### src/rtl/wkg_pkg.sv
package wkg_pkg;

  // CPU number selected by a byte address
  function automatic int unsigned addr_cpu(input int unsigned a, input int unsigned stride);
    return a / stride;
  endfunction

  // Word index inside a CPU window
  function automatic int unsigned addr_word(input int unsigned a, input int unsigned stride);
    return (a % stride) >> 2;
  endfunction

  // True when the address names an existing, aligned enable word
  function automatic logic addr_hit(input int unsigned a, input int unsigned stride,
                                    input int unsigned ncpu, input int unsigned nword);
    return ((a & 3) == 0) && (addr_cpu(a, stride) < ncpu) && (addr_word(a, stride) < nword);
  endfunction

  // Enable word holding interrupt n
  function automatic int unsigned irq_word(input int unsigned n, input int unsigned width);
    return n / width;
  endfunction

  // Bit position of interrupt n inside its word
  function automatic int unsigned irq_bit(input int unsigned n, input int unsigned width);
    return n % width;
  endfunction

endpackage

### src/rtl/wkg_sync.sv
module wkg_sync #(
  parameter int WIDTH = 128,
  parameter int STAGES = 2
) (
  input  logic             clk,
  input  logic             rst_n,
  input  logic [WIDTH-1:0] d,
  output logic [WIDTH-1:0] q
);

  logic [WIDTH-1:0] stage_q [STAGES];

  generate
    for (genvar s = 0; s < STAGES; s++) begin : g_stage
      if (s == 0) begin : g_first
        always_ff @(posedge clk or negedge rst_n) begin
          if (!rst_n) stage_q[0] <= '0;
          else        stage_q[0] <= d;
        end
      end else begin : g_rest
        always_ff @(posedge clk or negedge rst_n) begin
          if (!rst_n) stage_q[s] <= '0;
          else        stage_q[s] <= stage_q[s-1];
        end
      end
    end
  endgenerate

  assign q = stage_q[STAGES-1];

endmodule

### src/rtl/wkg_enable_bank.sv
module wkg_enable_bank #(
  parameter int NUM_IRQ = 128,
  parameter int WORD    = 32,
  localparam int NWORD  = (NUM_IRQ + WORD - 1) / WORD,
  localparam int IDX_W  = (NWORD > 1) ? $clog2(NWORD) : 1
) (
  input  logic             clk,
  input  logic             rst_n,
  input  logic             wr_en,
  input  logic [IDX_W-1:0] idx,
  input  logic [WORD-1:0]  wdata,
  output logic [WORD-1:0]  rword,
  output logic [NUM_IRQ-1:0] en
);

  logic [WORD-1:0]       word_q [NWORD];
  logic [NWORD*WORD-1:0] flat;

  generate
    for (genvar k = 0; k < NWORD; k++) begin : g_word
      logic sel;
      assign sel = wr_en && (32'(idx) == k);
      always_ff @(posedge clk or negedge rst_n) begin
        if (!rst_n)   word_q[k] <= '0;
        else if (sel) word_q[k] <= wdata;
      end
      assign flat[k*WORD +: WORD] = word_q[k];
    end
  endgenerate

  always_comb begin
    rword = '0;
    for (int k = 0; k < NWORD; k++) begin
      if (32'(idx) == k) rword = word_q[k];
    end
  end

  assign en = flat[NUM_IRQ-1:0];

endmodule

### src/rtl/wkg_wake_or.sv
module wkg_wake_or #(
  parameter int NUM_IRQ = 128
) (
  input  logic               clk,
  input  logic               rst_n,
  input  logic [NUM_IRQ-1:0] irq_s,
  input  logic [NUM_IRQ-1:0] en,
  output logic               match_any,
  output logic               wake
);

  assign match_any = |(irq_s & en);

  always_ff @(posedge clk or negedge rst_n) begin
    if (!rst_n) wake <= 1'b0;
    else        wake <= match_any;
  end

endmodule

### src/rtl/irq_wake_gen.sv
module irq_wake_gen #(
  parameter int NUM_IRQ = 128,
  parameter int NUM_CPU = 2,
  parameter int WORD    = 32,
  parameter int STRIDE  = 'h400,
  parameter int ADDR_W  = 12,
  parameter int SYNC_STAGES = 2
) (
  input  logic               clk,
  input  logic               rst_n,
  input  logic [NUM_IRQ-1:0] irq_in,
  output logic [NUM_IRQ-1:0] irq_out,
  input  logic               reg_wr,
  input  logic               reg_rd,
  input  logic [ADDR_W-1:0]  reg_addr,
  input  logic [WORD-1:0]    reg_wdata,
  output logic [WORD-1:0]    reg_rdata,
  output logic [NUM_CPU-1:0] wake_req
);

  localparam int NWORD = (NUM_IRQ + WORD - 1) / WORD;
  localparam int IDX_W = (NWORD > 1) ? $clog2(NWORD) : 1;
  localparam int CPU_W = (NUM_CPU > 1) ? $clog2(NUM_CPU) : 1;

  // Named internal events, observed by the checker
  logic                       acc_hit;
  logic [CPU_W-1:0]           acc_cpu;
  logic [IDX_W-1:0]           acc_word;
  logic [NUM_CPU-1:0]         wr_sel;
  logic [WORD-1:0]            bank_word [NUM_CPU];
  logic [NUM_CPU*NUM_IRQ-1:0] en_flat;
  logic [NUM_IRQ-1:0]         irq_sync;
  logic [NUM_CPU-1:0]         match_any;
  logic [WORD-1:0]            rd_mux;
  logic [WORD-1:0]            rdata_q;

  // Passthrough to the downstream controller
  assign irq_out = irq_in;

  // Address decode
  assign acc_hit  = wkg_pkg::addr_hit(32'(reg_addr), STRIDE, NUM_CPU, NWORD);
  assign acc_cpu  = CPU_W'(wkg_pkg::addr_cpu(32'(reg_addr), STRIDE));
  assign acc_word = IDX_W'(wkg_pkg::addr_word(32'(reg_addr), STRIDE));

  wkg_sync #(.WIDTH(NUM_IRQ), .STAGES(SYNC_STAGES)) u_sync (
    .clk   (clk),
    .rst_n (rst_n),
    .d     (irq_in),
    .q     (irq_sync)
  );

  generate
    for (genvar c = 0; c < NUM_CPU; c++) begin : g_cpu
      logic [NUM_IRQ-1:0] en_c;

      assign wr_sel[c] = reg_wr && acc_hit && (32'(acc_cpu) == c);

      wkg_enable_bank #(.NUM_IRQ(NUM_IRQ), .WORD(WORD)) u_bank (
        .clk   (clk),
        .rst_n (rst_n),
        .wr_en (wr_sel[c]),
        .idx   (acc_word),
        .wdata (reg_wdata),
        .rword (bank_word[c]),
        .en    (en_c)
      );

      assign en_flat[c*NUM_IRQ +: NUM_IRQ] = en_c;

      wkg_wake_or #(.NUM_IRQ(NUM_IRQ)) u_wake (
        .clk       (clk),
        .rst_n     (rst_n),
        .irq_s     (irq_sync),
        .en        (en_c),
        .match_any (match_any[c]),
        .wake      (wake_req[c])
      );
    end
  endgenerate

  // Read path
  always_comb begin
    rd_mux = '0;
    for (int c = 0; c < NUM_CPU; c++) begin
      if (acc_hit && (32'(acc_cpu) == c)) rd_mux = bank_word[c];
    end
  end

  always_ff @(posedge clk or negedge rst_n) begin
    if (!rst_n)      rdata_q <= '0;
    else if (reg_rd) rdata_q <= rd_mux;
  end

  assign reg_rdata = rdata_q;

endmodule

### config.mk
export PLATFORM = sky130hd
export DESIGN_NAME = irq_wake_gen
export DESIGN_NICKNAME = d
export VERILOG_FILES = /design/src/rtl/wkg_pkg.sv /design/src/rtl/wkg_sync.sv /design/src/rtl/wkg_enable_bank.sv /design/src/rtl/wkg_wake_or.sv /design/src/rtl/irq_wake_gen.sv
export SDC_FILE = /design/constraint.sdc
export NUM_CORES = 1
export LEC_CHECK = 0
export BUFFER_PORTS_ARGS = -buffer_cell sky130_fd_sc_hd__buf_4
export CAP_MARGIN = 5
export CORE_MARGIN = 4
export CORE_UTILIZATION = 38
export CTS_BUF_LIST = sky130_fd_sc_hd__clkbuf_8
export CTS_CLUSTER_DIAMETER = 60
export CTS_CLUSTER_SIZE = 30
export DETAILED_ROUTE_END_ITERATION = 12
export PLACE_DENSITY = 0.67
export SLEW_MARGIN = 10
export SYNTH_ARGS = -nofsm -noshare
export SYNTH_HDL_FRONTEND = slang
export SYNTH_SLANG_ARGS = --single-unit
### constraint.sdc
create_clock -name clk -period 1.8 [get_ports clk]
set_clock_uncertainty 0.15 [all_clocks]
set_input_delay 0.45 -clock clk [delete_from_list [all_inputs] [get_ports clk]]
set_output_delay 0.45 -clock clk [all_outputs]
set_load 0.01 [all_outputs]
# Word level (Yosys, flattened, before mapping)
# Index checks and enable logic that the tools add are counted.
dict set report word_totals {
  regBits 546
  inputBits 176
  out_inout_bits 162
  wordCells 50
}
dict set report classes {
  order_cmp 2
  eq_ne 3
  muxes 10
  bitwise 3
  n_reduce_logical 19
}
# op count
set ops {}
lappend ops {{$mux W32} 10}
lappend ops {{$and A128 B128 Y128} 2}
lappend ops {{$reduce_or A128 Y1} 2}
lappend ops {{$logic_not A32 Y1} 1}
lappend ops {{$logic_and A1 B1 Y1} 15}
lappend ops {{$lt A8 B3 Y1 const B} 1}
lappend ops {{$eq A2 B2 Y1 const B} 2}
lappend ops {{$eq A2 B1 Y1 const B} 1}
lappend ops {{$logic_not A2 Y1} 1}
lappend ops {{$lt A2 B2 Y1 const B} 1}
lappend ops {{$not A1 Y1} 1}

# Longest topological paths before layout
# Gate-level depths: netlist of the first run.
dict set report logic_depth {
  depth_word 7
  depth_mapped 7
  mapped_depth_nobuf 5
}

# Modules after synthesis
# Synthesis of the first run repeated with hierarchy kept, for this count alone.
dict set report hier_totals {
  cells_unflattened 1476
  area_unflattened_um2 22695.5
}
# module instances cells_each area_per_inst_um2
set by_module_without_submodules {}
lappend by_module_without_submodules {wkg_sync 1 384 7367.1}
lappend by_module_without_submodules {{wkg_enable_bank (g_cpu[0].u_bank)} 1 312 5544.1}
lappend by_module_without_submodules {{wkg_enable_bank (g_cpu[1].u_bank)} 1 312 5534.1}
lappend by_module_without_submodules {irq_wake_gen 1 308 2839.0}
lappend by_module_without_submodules {wkg_wake_or 2 80 705.7}

# Worst setup path after synthesis of the first run
# No wires, ideal clock.
dict set report synth_timing {
  kind {input -> register}
  startpoint {input reg_addr[6]}
  endpoint {register g_cpu[1].u_bank.word_q (netlist bit g_cpu[1].u_bank.en[10])}
  t_arrival_ns 2.198
  required_ns 1.525
  slack_ns -0.673
  stages 7
  path_cell_list {nor4_1 -> nand2_1 -> nor4b_4 -> and3b_1 -> clkbuf_1 -> buf_2 -> mux2_2}
}
dict set report synth_between {
  elab_chain_cells 5
}
# element line
set synth_rtl {}
lappend synth_rtl {{from (decl)} irq_wake_gen.sv:15} ;# input logic [ADDR_W-1:0] reg_addr,
lappend synth_rtl {{$lt A8 B3 Y1} wkg_pkg.sv:16} ;# return ((a & 3) == 0) && (addr_cpu(a, stride) < ncpu) && (addr_word(a, stride) < nword);
lappend synth_rtl {{$logic_and A1 B1 Y1} wkg_pkg.sv:16}
lappend synth_rtl {{$logic_and A1 B1 Y1 (2 in a row)} irq_wake_gen.sv:56} ;# assign wr_sel[c] = reg_wr && acc_hit && (32'(acc_cpu) == c);
lappend synth_rtl {{$logic_and A1 B1 Y1} wkg_enable_bank.sv:22} ;# assign sel = wr_en && (32'(idx) == k);
lappend synth_rtl {{to (signal, indexed assignment)} wkg_enable_bank.sv:25} ;# else if (sel) word_q[k] <= wdata;
lappend synth_rtl {{to (decl)} wkg_enable_bank.sv:16} ;# logic [WORD-1:0] word_q [NWORD];
# No other way between the ends.
# A chain may end at the register's enable or synchronous reset.

# Worst setup path in the final report of the first run
dict set report layout_timing {
  startpoint {register g_cpu[0].u_bank.word_q (netlist bit g_cpu[0].u_bank.en[65])}
  endpoint {register g_cpu[0].u_wake.wake}
}
dict set report layout_between {
  elab_chain_cells 2
}
# element line
set layout_rtl {}
lappend layout_rtl {{from (decl)} wkg_enable_bank.sv:16}
lappend layout_rtl {{from (signal, indexed assignment)} wkg_enable_bank.sv:25}
lappend layout_rtl {{$and A128 B128 Y128} wkg_wake_or.sv:12} ;# assign match_any = |(irq_s & en);
lappend layout_rtl {{$reduce_or A128 Y1} wkg_wake_or.sv:12}
lappend layout_rtl {{net g_cpu[0].u_wake.match_any} wkg_wake_or.sv:8} ;# output logic match_any,
lappend layout_rtl {{to (signal assigned)} wkg_wake_or.sv:16} ;# else wake <= match_any;
lappend layout_rtl {{to (decl)} wkg_wake_or.sv:9} ;# output logic wake
# The timed path passes the listed nets, and every way through them passes these cells.

==> impl_summary.md, run 1 <==
Setup path
The setup path with the least slack is of type register to register. The worst setup path is captured at a register. The register-to-register setup slack is -0.31 ns.

The worst-path maximum fanout is 2. The kind of launch point of the worst setup path is a register. The required time of the critical path is 2.21 ns.

For the worst setup path, the data arrival time is 2.51 ns. The start of the worst register-to-register path is g_cpu[0].u_bank.en[65]. The startpoint of the most critical setup path is g_cpu[0].u_bank.en[65].

Timing
The worst path setup slack after routing is -0.305 ns. The number of hold violations in the final report is 0. Across all hold checks on the routed design, the worst slack comes to about 0.12 ns. The max-slew violation count was 0. The worst path in the final design needs a cycle of 2.11 ns, including I/O delays and setup. After layout, the worst path uses 117% of the clock period. Setup violations remaining at the end of the flow were counted as about 270. The measured slew at the worst slew-check pin is a little under 0.5 ns. The peak clock frequency supported by timing is about 470 MHz. Setup repair after global routing could not meet its margin everywhere. Adding up every negative setup slack in the final design gives -24.45 ns.

The relative max-transition margin is between 60 and 70%.

CTS
The total CTS buffers is 37. Clock tree synthesis found a total of approximately 550 sinks. The clock-pin slew on the worst setup and hold paths is approximately 0.15 ns.

The clock reaches the later pin of the worst-skew pair after ~0.7 ns. The worst-case clock buffer depth is 3. TritonCTS built the clock tree. The H-tree generated during clock tree synthesis spans 2 levels. The tree is rooted in a sky130_fd_sc_hd__clkbuf_8.

Synth
Counting distinct cell types in the post-synthesis netlist gives 26. The synthesis-stage register bit count is approximately 550. The sequential-to-total area share from yosys stat is 64.7%. For this run, the number of Yosys warnings is 0. The netlist area before placement is around 21,000 um^2.

The average size of a mapped cell is around 16 um^2. Yosys attributes the largest share of cell area to sky130_fd_sc_hd__dfrtp_1 65%, sky130_fd_sc_hd__mux2_2 13%, sky130_fd_sc_hd__mux4_2 6.8%, sky130_fd_sc_hd__buf_4 4.6%, sky130_fd_sc_hd__a22oi_1 2.8%. The leading area contributor after synthesis is sky130_fd_sc_hd__dfrtp_1. Synthesis produced a netlist with a net count of approximately 1,500. After technology mapping, the gate count stands at about 1,300. The share of synthesized area in the top cell type comes to between 60% and 70%.

Job
The tool flagged a number of max-cap violations equal to 0.

Detailed routing
The detailed-route DRC error count is 0. The mean routed wirelength per cell is roughly 28 um. After detailed routing, the wire length on met1 is around 31,000 um. The count of routing violations after the opening detailed-route iteration is 1,416.

The routed wire length on met3 is between 6000 and 7000 um. Wire segments on met2 add up to between 30,000 and 40,000 um in the final route. For this run, the detailed router's first-pass iteration total came to 5. The count of antenna-violating nets left after detailed routing is 0. Across all layers, the routed design uses 15,100 vias. The top layer used by detailed routing is met5. Dividing the detail-routed via count by the number of cells gives 5.38. The final layout contains routed wiring with a total length of roughly 79,000 um.

Placement
In this run, placement finished with an instance count of between 2,000 and 3,000. The estimated wirelength of the detail-placed design is 55,600 um. Routability-driven placement finished with a final weighted congestion of slightly below 1. During placement, the flow inserted port buffers numbering approximately 340.

Hold path
The worst min-delay path class is input port to register. The hold path startpoint is reg_rd.

Power
The power density of the placed cells is roughly 740 nW/um^2. VDD sags by at most about 0.68 mV. Net switching is a little over a quarter of the power.

Combinational cells account for 9.7% of the total power. The design draws ~23 mW. Registers are responsible for a little under three fifths of the overall power. The internal power of the cells is ~17 mW. In this run the static leakage power is approximately 15 nW. The relative contribution of the clock network to total power is approximately a third. The power dissipated by switching net loads is between 6 and 7 mW.

Final layout
The post-route non-filler standard cell count is ~2,800. Once layout is complete, the utilization of the core stands at between 50% and 60%. The repair_antennas step left the layout with diodes totalling 0. The share of layout cells above drive strength 1 is a little under three fifths. At the end of the flow, the number of nets in the layout was between 2,000 and 2,500. After filler insertion, the fill cell instance count of the layout stands at between 4,000 and 5,000. The area added between synthesis and finish is 45.7%.

GRT
The number of antenna violations at the first check in global routing is 2. The maximum number of pins on one net before global-route repair is between 90 and 100. The leftover overflow at the end of global routing is 0. The via count of the first global-routing pass is ~16,000. The first global-routing pass estimated about 110,000 um of wire.

The global routing usage summed across all routing layers is approximately 26%.

Die
Measured along the y axis, the die boundary spans 244 um. The initial core utilization is 38.3%. The overall die width is between 200 and 250 um. The die covers approximately 60,000 um^2. The initialized floorplan defines 86 standard-cell rows. The floorplan core area is ~55,000 um^2. For this design the top-level I/O count stands at ~340.

Run status
The checks that failed: negative setup slack. The run finished, with violations left.
-- power by group through the flow --
stage | clock network (mW) | registers [mW] | logic, mW
after floorplan | 0 | 13.0 | 0.596
after global routing | 8.25 | 13.0 | 2.37
after CTS | 7.83 | 13.0 | 2.17
after global placement | 0 | 13.2 | 1.78
after detailed placement | 0 | 13.2 | 1.80
final | 7.66 | 13.0 | 2.20
-- area by class of cell --
cell class	count	area [um^2]	share of cell area, %
flip-flops and latches	546	13700	44.4
well taps	748	936	3.04
clock buffers	41	564	1.83
multi-input cells	591	7320	23.8
repair buffers	849	7850	25.5
clock inverters	26	419	1.36
-- synthesized netlist by cell type, drive strengths merged --
library cell,count
and4,1
nand2,2
dfrtp,546
a21oi,32
nor2b,1
or2,1
nor2,33
and3b,2
nor4b,1
mux2,256
nor3b,2
buf,158
clkbuf,28
nand4,19
a22oi,78
nor4,7
a221oi,41
and3,1
nand3,8
a22o,41
mux4,64
nor3,1
-- sequential cells by signal, indices dropped and copies added (netlist names) --
| name | count |
|---|---|
| g_cpu.u_wake.wake | 2 |
| g_cpu.u_bank.en | 256 |
| reg_rdata | 32 |
| u_sync.q | 128 |
| u_sync.stage_q | 128 |
-- worst max-delay path, cell delays in order (launching register included) --
cell and delay [ns]:
sky130_fd_sc_hd__dfrtp_2 0.50, sky130_fd_sc_hd__a22o_4 0.29, sky130_fd_sc_hd__a221oi_2 0.18, sky130_fd_sc_hd__buf_4 0.17, sky130_fd_sc_hd__nand4_1 0.16, sky130_fd_sc_hd__nor4_2 0.26, sky130_fd_sc_hd__buf_4 0.17, sky130_fd_sc_hd__nand3_4 0.08
-- logic make-up (layout without fill, tap and decap cells) --
family | count (synthesis) | count (layout) | synth area share (%)
AND/OR/NAND/NOR | 79 | 79 | 2.12
AO/OA/AOI/OAI | 192 | 192 | 6.93
buffers and inverters | 186 | 916 | 5.74
flip-flops | 546 | 546 | 64.7
multiplexers | 320 | 320 | 20.5
-- metrics by stage --
stage          area [um^2]  setup slack (ns)
2_1_floorplan        22000            -0.603
3_3_place_gp         26600            -0.852
3_5_place_dp         26600            -0.889
4_1_cts              30400            -0.297
5_1_grt              30800            -0.333
6_report             30800            -0.305
-- metal layers --
layer	track usage, %	up-vias
li1	-	6198
met1	35.0	7826
met2	40.4	854
met3	5.33	201
met4	11.6	4
met5	0	-
-- layout by cell type (no fill, tap or decap), types with 2 or more instances in the layout --
cell type,count
sky130_fd_sc_hd__nor2_1,33
sky130_fd_sc_hd__clkinvlp_4,2
sky130_fd_sc_hd__buf_16,7
sky130_fd_sc_hd__a21oi_1,28
sky130_fd_sc_hd__clkbuf_8,41
sky130_fd_sc_hd__a221oi_2,19
sky130_fd_sc_hd__a22oi_1,58
sky130_fd_sc_hd__clkbuf_16,7
sky130_fd_sc_hd__a22o_4,2
sky130_fd_sc_hd__a21oi_2,4
sky130_fd_sc_hd__buf_12,48
sky130_fd_sc_hd__dlygate4sd3_1,163
sky130_fd_sc_hd__a22oi_2,20
sky130_fd_sc_hd__mux2_2,63
sky130_fd_sc_hd__mux4_2,64
sky130_fd_sc_hd__buf_4,572
sky130_fd_sc_hd__a221oi_1,22
sky130_fd_sc_hd__buf_6,49
sky130_fd_sc_hd__clkinv_8,7
sky130_fd_sc_hd__bufinv_16,2
sky130_fd_sc_hd__nor4_4,2
sky130_fd_sc_hd__a22o_1,38
sky130_fd_sc_hd__inv_8,3
sky130_fd_sc_hd__nor3b_4,2
sky130_fd_sc_hd__nand3_4,3
sky130_fd_sc_hd__nand3_1,5
sky130_fd_sc_hd__inv_12,4
sky130_fd_sc_hd__nand4_1,19
sky130_fd_sc_hd__inv_16,4
sky130_fd_sc_hd__and3b_2,2
sky130_fd_sc_hd__dfrtp_1,537
sky130_fd_sc_hd__dfrtp_2,9
sky130_fd_sc_hd__mux2_4,193
sky130_fd_sc_hd__buf_8,3
sky130_fd_sc_hd__nor4_2,5
-- timing repair --
action	in CTS	in global routing
hold buffers	163	0
endpoints found under the setup margin	297	357
hold endpoints to repair	930	0
gates resized for setup	120	72
gates cloned	13	8
setup buffers	33	18
pin swaps	11	23
-- worst paths after layout --
kind / endpoint / depth (start not counted)
max: g_cpu[0].u_wake.wake / 7
max in group asynchronous: g_cpu[1].u_bank.en[126] / 4
min in group asynchronous: u_sync.stage_q[210] / 3
max reg2reg: g_cpu[0].u_wake.wake / 7
min reg2reg: u_sync.q[29] / 0
min: reg_rdata[9] / 3
Note: power is estimated with default switching activity, not from simulation.
==> inputs of run 2 (changes only) <==
SYNTH_HIERARCHICAL = 1   (was not set)
==> run 2 against run 1 <==
Effect of this change:
- area after synthesis is 7.5% higher
- global-route usage is 6.9 points lower
- core utilization is 7.6 points lower
- largest power group unchanged
- critical path type unchanged
- combinational power is 20% lower
- clock power increased by 2.9%
- the run still ends with negative setup slack left
==> impl_summary.md, run 2 <==
Synth
The net count after synthesis is between 1,500 and 2,000. Yosys printed 6 warnings. The cell count after synthesis is roughly 1,500. In the post-synthesis netlist, the cell with the most instances is sky130_fd_sc_hd__dfrtp_1. After synthesis, flip-flops and latches occupy about three fifths of the total area.

The most used flip-flop cell after synthesis is sky130_fd_sc_hd__dfrtp_1. The largest total area in the synthesized netlist belongs to sky130_fd_sc_hd__dfrtp_1. The share of flip-flops with an asynchronous set or reset is 100%. A synthesized cell averages about 15 um^2. Yosys mapped the design onto 29 distinct sky130hd cell types. The top cell type by area accounts for 60.2% of the synthesized area.

The synthesis-stage register bit count is about 550. By count the netlist is led by 546 x sky130_fd_sc_hd__dfrtp_1, 272 x sky130_fd_sc_hd__buf_4, 248 x sky130_fd_sc_hd__mux2_2. The number of synthesized flops with an enable pin is 0. The synthesized netlist occupies a cell area of about 23,000 um^2. Sorting the synthesized cells by area gives the leading types as sky130_fd_sc_hd__dfrtp_1 60%, sky130_fd_sc_hd__mux2_2 12%, sky130_fd_sc_hd__buf_4 9.0%, sky130_fd_sc_hd__mux4_2 6.4%, sky130_fd_sc_hd__o221ai_2 2.0%.

Final layout
The library cells used most frequently in the layout, excluding fill and tap cells, are 546 x sky130_fd_sc_hd__dfrtp_1, 430 x sky130_fd_sc_hd__buf_4, 248 x sky130_fd_sc_hd__mux2_2. The post-route non-filler standard cell count is between 2,000 and 3,000. The final net count is between 2,000 and 2,500. The layout filler cell count is between 5,000 and 6,000. The area added between synthesis and finish is 25.6%. The most common cell after layout, fill and taps aside is sky130_fd_sc_hd__dfrtp_1.

The number of flip-flops in the largest register is ~260. Cells with a size suffix above 1 make up 50.1% of the layout.

GRT
The first global-routing pass estimated roughly 91,000 um of wire. For this run, the total global-route usage over all layers was measured as a little under a fifth. The leftover overflow at the end of global routing is 0.

The maximum number of pins on one net before global-route repair is 67. The number of antenna violations at the first check in global routing came to 5. The via count of the first global-routing pass was 14,400.

Detailed routing
The count of routing violations after the opening detailed-route iteration is between 800 and 900. The count of antenna-violating nets left after detailed routing is 0. The total detailed-routing wirelength is between 60,000 and 70,000 um. The mean routed wirelength per cell is ~23 um.

In the routed design, unresolved DRC markers number 0. The count of TritonRoute iterations in the first routing pass is 4. For this block, the via count after detailed routing is ~13,000. The via count normalized by instance count is 5.03.

Die
From left edge to right edge, the die measures approximately 250 um. The die area is 63,700 um^2. Once the floorplan was initialized, standard cells occupied 38.5% of the core. For this design the top-level I/O count stands at 338. The floorplan core area is 59,000 um^2. The floorplan row count is 89. Measured along the y axis, the die boundary spans around 250 um.

Power
Per report_power, the sequential group accounts for 57.1% of the total. Combinational logic burns a little under 8% of the power. The relative contribution of the clock network to total power is 35.1%. Overall power consumption after layout is estimated at roughly 22 mW. Internal power comes to 16.8 mW. Dividing total power by cell area gives a power density of ~790 nW/um^2. In this run the static leakage power is roughly 14 nW. Summed over all nets, the switching power comes to 5.59 mW.

Net switching is between 20% and 30% of the power. IR analysis of the VDD net gives a maximum drop of 0.461 mV.

CTS
The sink count of the clock tree is about 550. TritonCTS created 39 clock buffers. The worst-case clock buffer depth is 3. The depth of the CTS H-tree is 2. The clock network latency to the later pin of the worst-skew pair is around 0.65 ns. TritonCTS built the clock tree. The clock-pin slew on the worst setup and hold paths is ~0.14 ns. In this run the clock root is driven by a sky130_fd_sc_hd__clkbuf_8.

Timing
Setup repair after global routing could not meet its margin everywhere. Setup violations remaining at the end of the flow were counted as 18. The max-slew violation count is 0.

The shortest period the worst path allows is 2.13 ns. Timing would allow up to ~470 MHz. In the post-route analysis, the smallest setup slack over all paths is -0.326 ns. The final clock period utilization by the worst path is 118%.

After routing, the total negative slack on setup checks comes to -0.886 ns. The measured slew at the worst slew-check pin is 0.538 ns. The number of hold violations in the final report is 0. The relative max-transition margin is approximately 64%.

Setup path
By startpoint and endpoint, the worst setup path is classified as register to register. Walking the worst path, the cells encountered are a22o_1 > a221oi_2 > nand4_1 > nor4_4 > buf_4 > nand3_2. For this run, the slowest stage of the critical path takes 0.46 ns.

The required time of the critical path is roughly 2.2 ns. Among all stages on the critical path, the largest delay is contributed by sky130_fd_sc_hd__dfrtp_1. In this run the worst path has a maximum fanout of 2. STA classifies the critical path endpoint as a register. The worst setup path is launched from a register. Data arrives at the worst endpoint at 2.51 ns.

Run status
The final reports fail on negative setup slack. The run finished, with violations left.

Placement
The number of placed cells counting well taps is 2,419. The quantity of I/O buffers inserted on ports is around 340. The estimated wirelength of the detail-placed design is roughly 43,000 um.

The weighted congestion reported at the end of routability-driven placement is roughly 0.84.

Job
The number of maximum-capacitance violations is 0.

Hold path
The tightest min-delay check is of the input port to async pin type.
-- run 2: power groups by stage --
stage / clock network, mW / logic [mW] / registers [mW]
floorplan: 0 / 0.762 / 12.9
global placement: 0 / 1.45 / 13.0
detailed placement: 0 / 1.48 / 13.0
CTS: 8.19 / 1.78 / 12.8
global route: 8.61 / 1.90 / 12.8
finish: 7.88 / 1.75 / 12.8
-- run 2: final cells by class --
type                    instances  area (um^2)  area share, %
repair buffers                661         5940           20.9
clock inverters                28          455           1.60
diodes                          4         10.0         0.0351
inverters                      65          244          0.856
well taps                     773          967           3.39
clock buffers                  41          564           1.98
flip-flops and latches        546        13700           47.9
multi-input cells             560         6660           23.3
-- run 2: logic make-up after synthesis --
logic type	after synthesis	share of synthesized area (%)
buf+inv	370	11.0
mux	320	19.1
flops	546	60.2
simple gates	80	2.50
compound gates	160	7.28
-- run 2: critical path, delay by kind of cell (launching register included) --
family | cells | cell delay, ns
AO/OA/AOI/OAI | 2 | 0.44
AND/OR/NAND/NOR | 3 | 0.75
flip-flops | 1 | 0.46
buffers and inverters | 1 | 0.19
-- run 2: path summary, 6_finish.rpt --
| path | to | startpoint | depth (start not counted) | slack [ns] |
|---|---|---|---|---|
| min | u_sync/stage_q[234] | rst_n | 2 | 0.11 |
| min in group clk | u_sync/q[114] | u_sync/stage_q[242] | 0 | 0.20 |
| max in group asynchronous | g_cpu[0].u_bank/en[17] | rst_n | 4 | 0.69 |
| min reg2reg | u_sync/q[114] | u_sync/stage_q[242] | 0 | 0.20 |
| max | g_cpu[1].u_wake/wake | g_cpu[1].u_bank/en[29] | 6 | -0.33 |
| max reg2reg | g_cpu[1].u_wake/wake | g_cpu[1].u_bank/en[29] | 6 | -0.33 |
-- run 2: what timing repair did --
action,CTS,global route
pin swaps,10,4
cloned,0,1
endpoints found under the hold margin,815,0
setup endpoints to repair,63,57
hold buffers,161,0
gates resized for setup,43,3
buffers inserted,16,8
-- run 2: per-layer routing --
layer | track usage (%) | up-vias | part of all wire, %
li1 | - | 5903 | -
met1 | 27.2 | 7062 | 44
met2 | 29.6 | 433 | 47
met3 | 4.05 | 82 | 6.7
met4 | 4.33 | 2 | 2.1
met5 | 0 | - | 0.021
-- run 2: per-stage QoR --
| stage | cell area [um^2] | utilization (%) | worst slack, ns | hold slack [ns] |
|---|---|---|---|---|
| floorplan | 22800 | - | -0.461 | 0.00441 |
| global placement | 25400 | 43.1 | -0.708 | 0.187 |
| detailed placement | 25400 | 43.1 | -0.743 | 0.185 |
| CTS | 28400 | 48.1 | -0.268 | 0.0497 |
| global route | 28500 | 48.3 | -0.306 | 0.0862 |
| finish | 28500 | 48.3 | -0.326 | 0.109 |
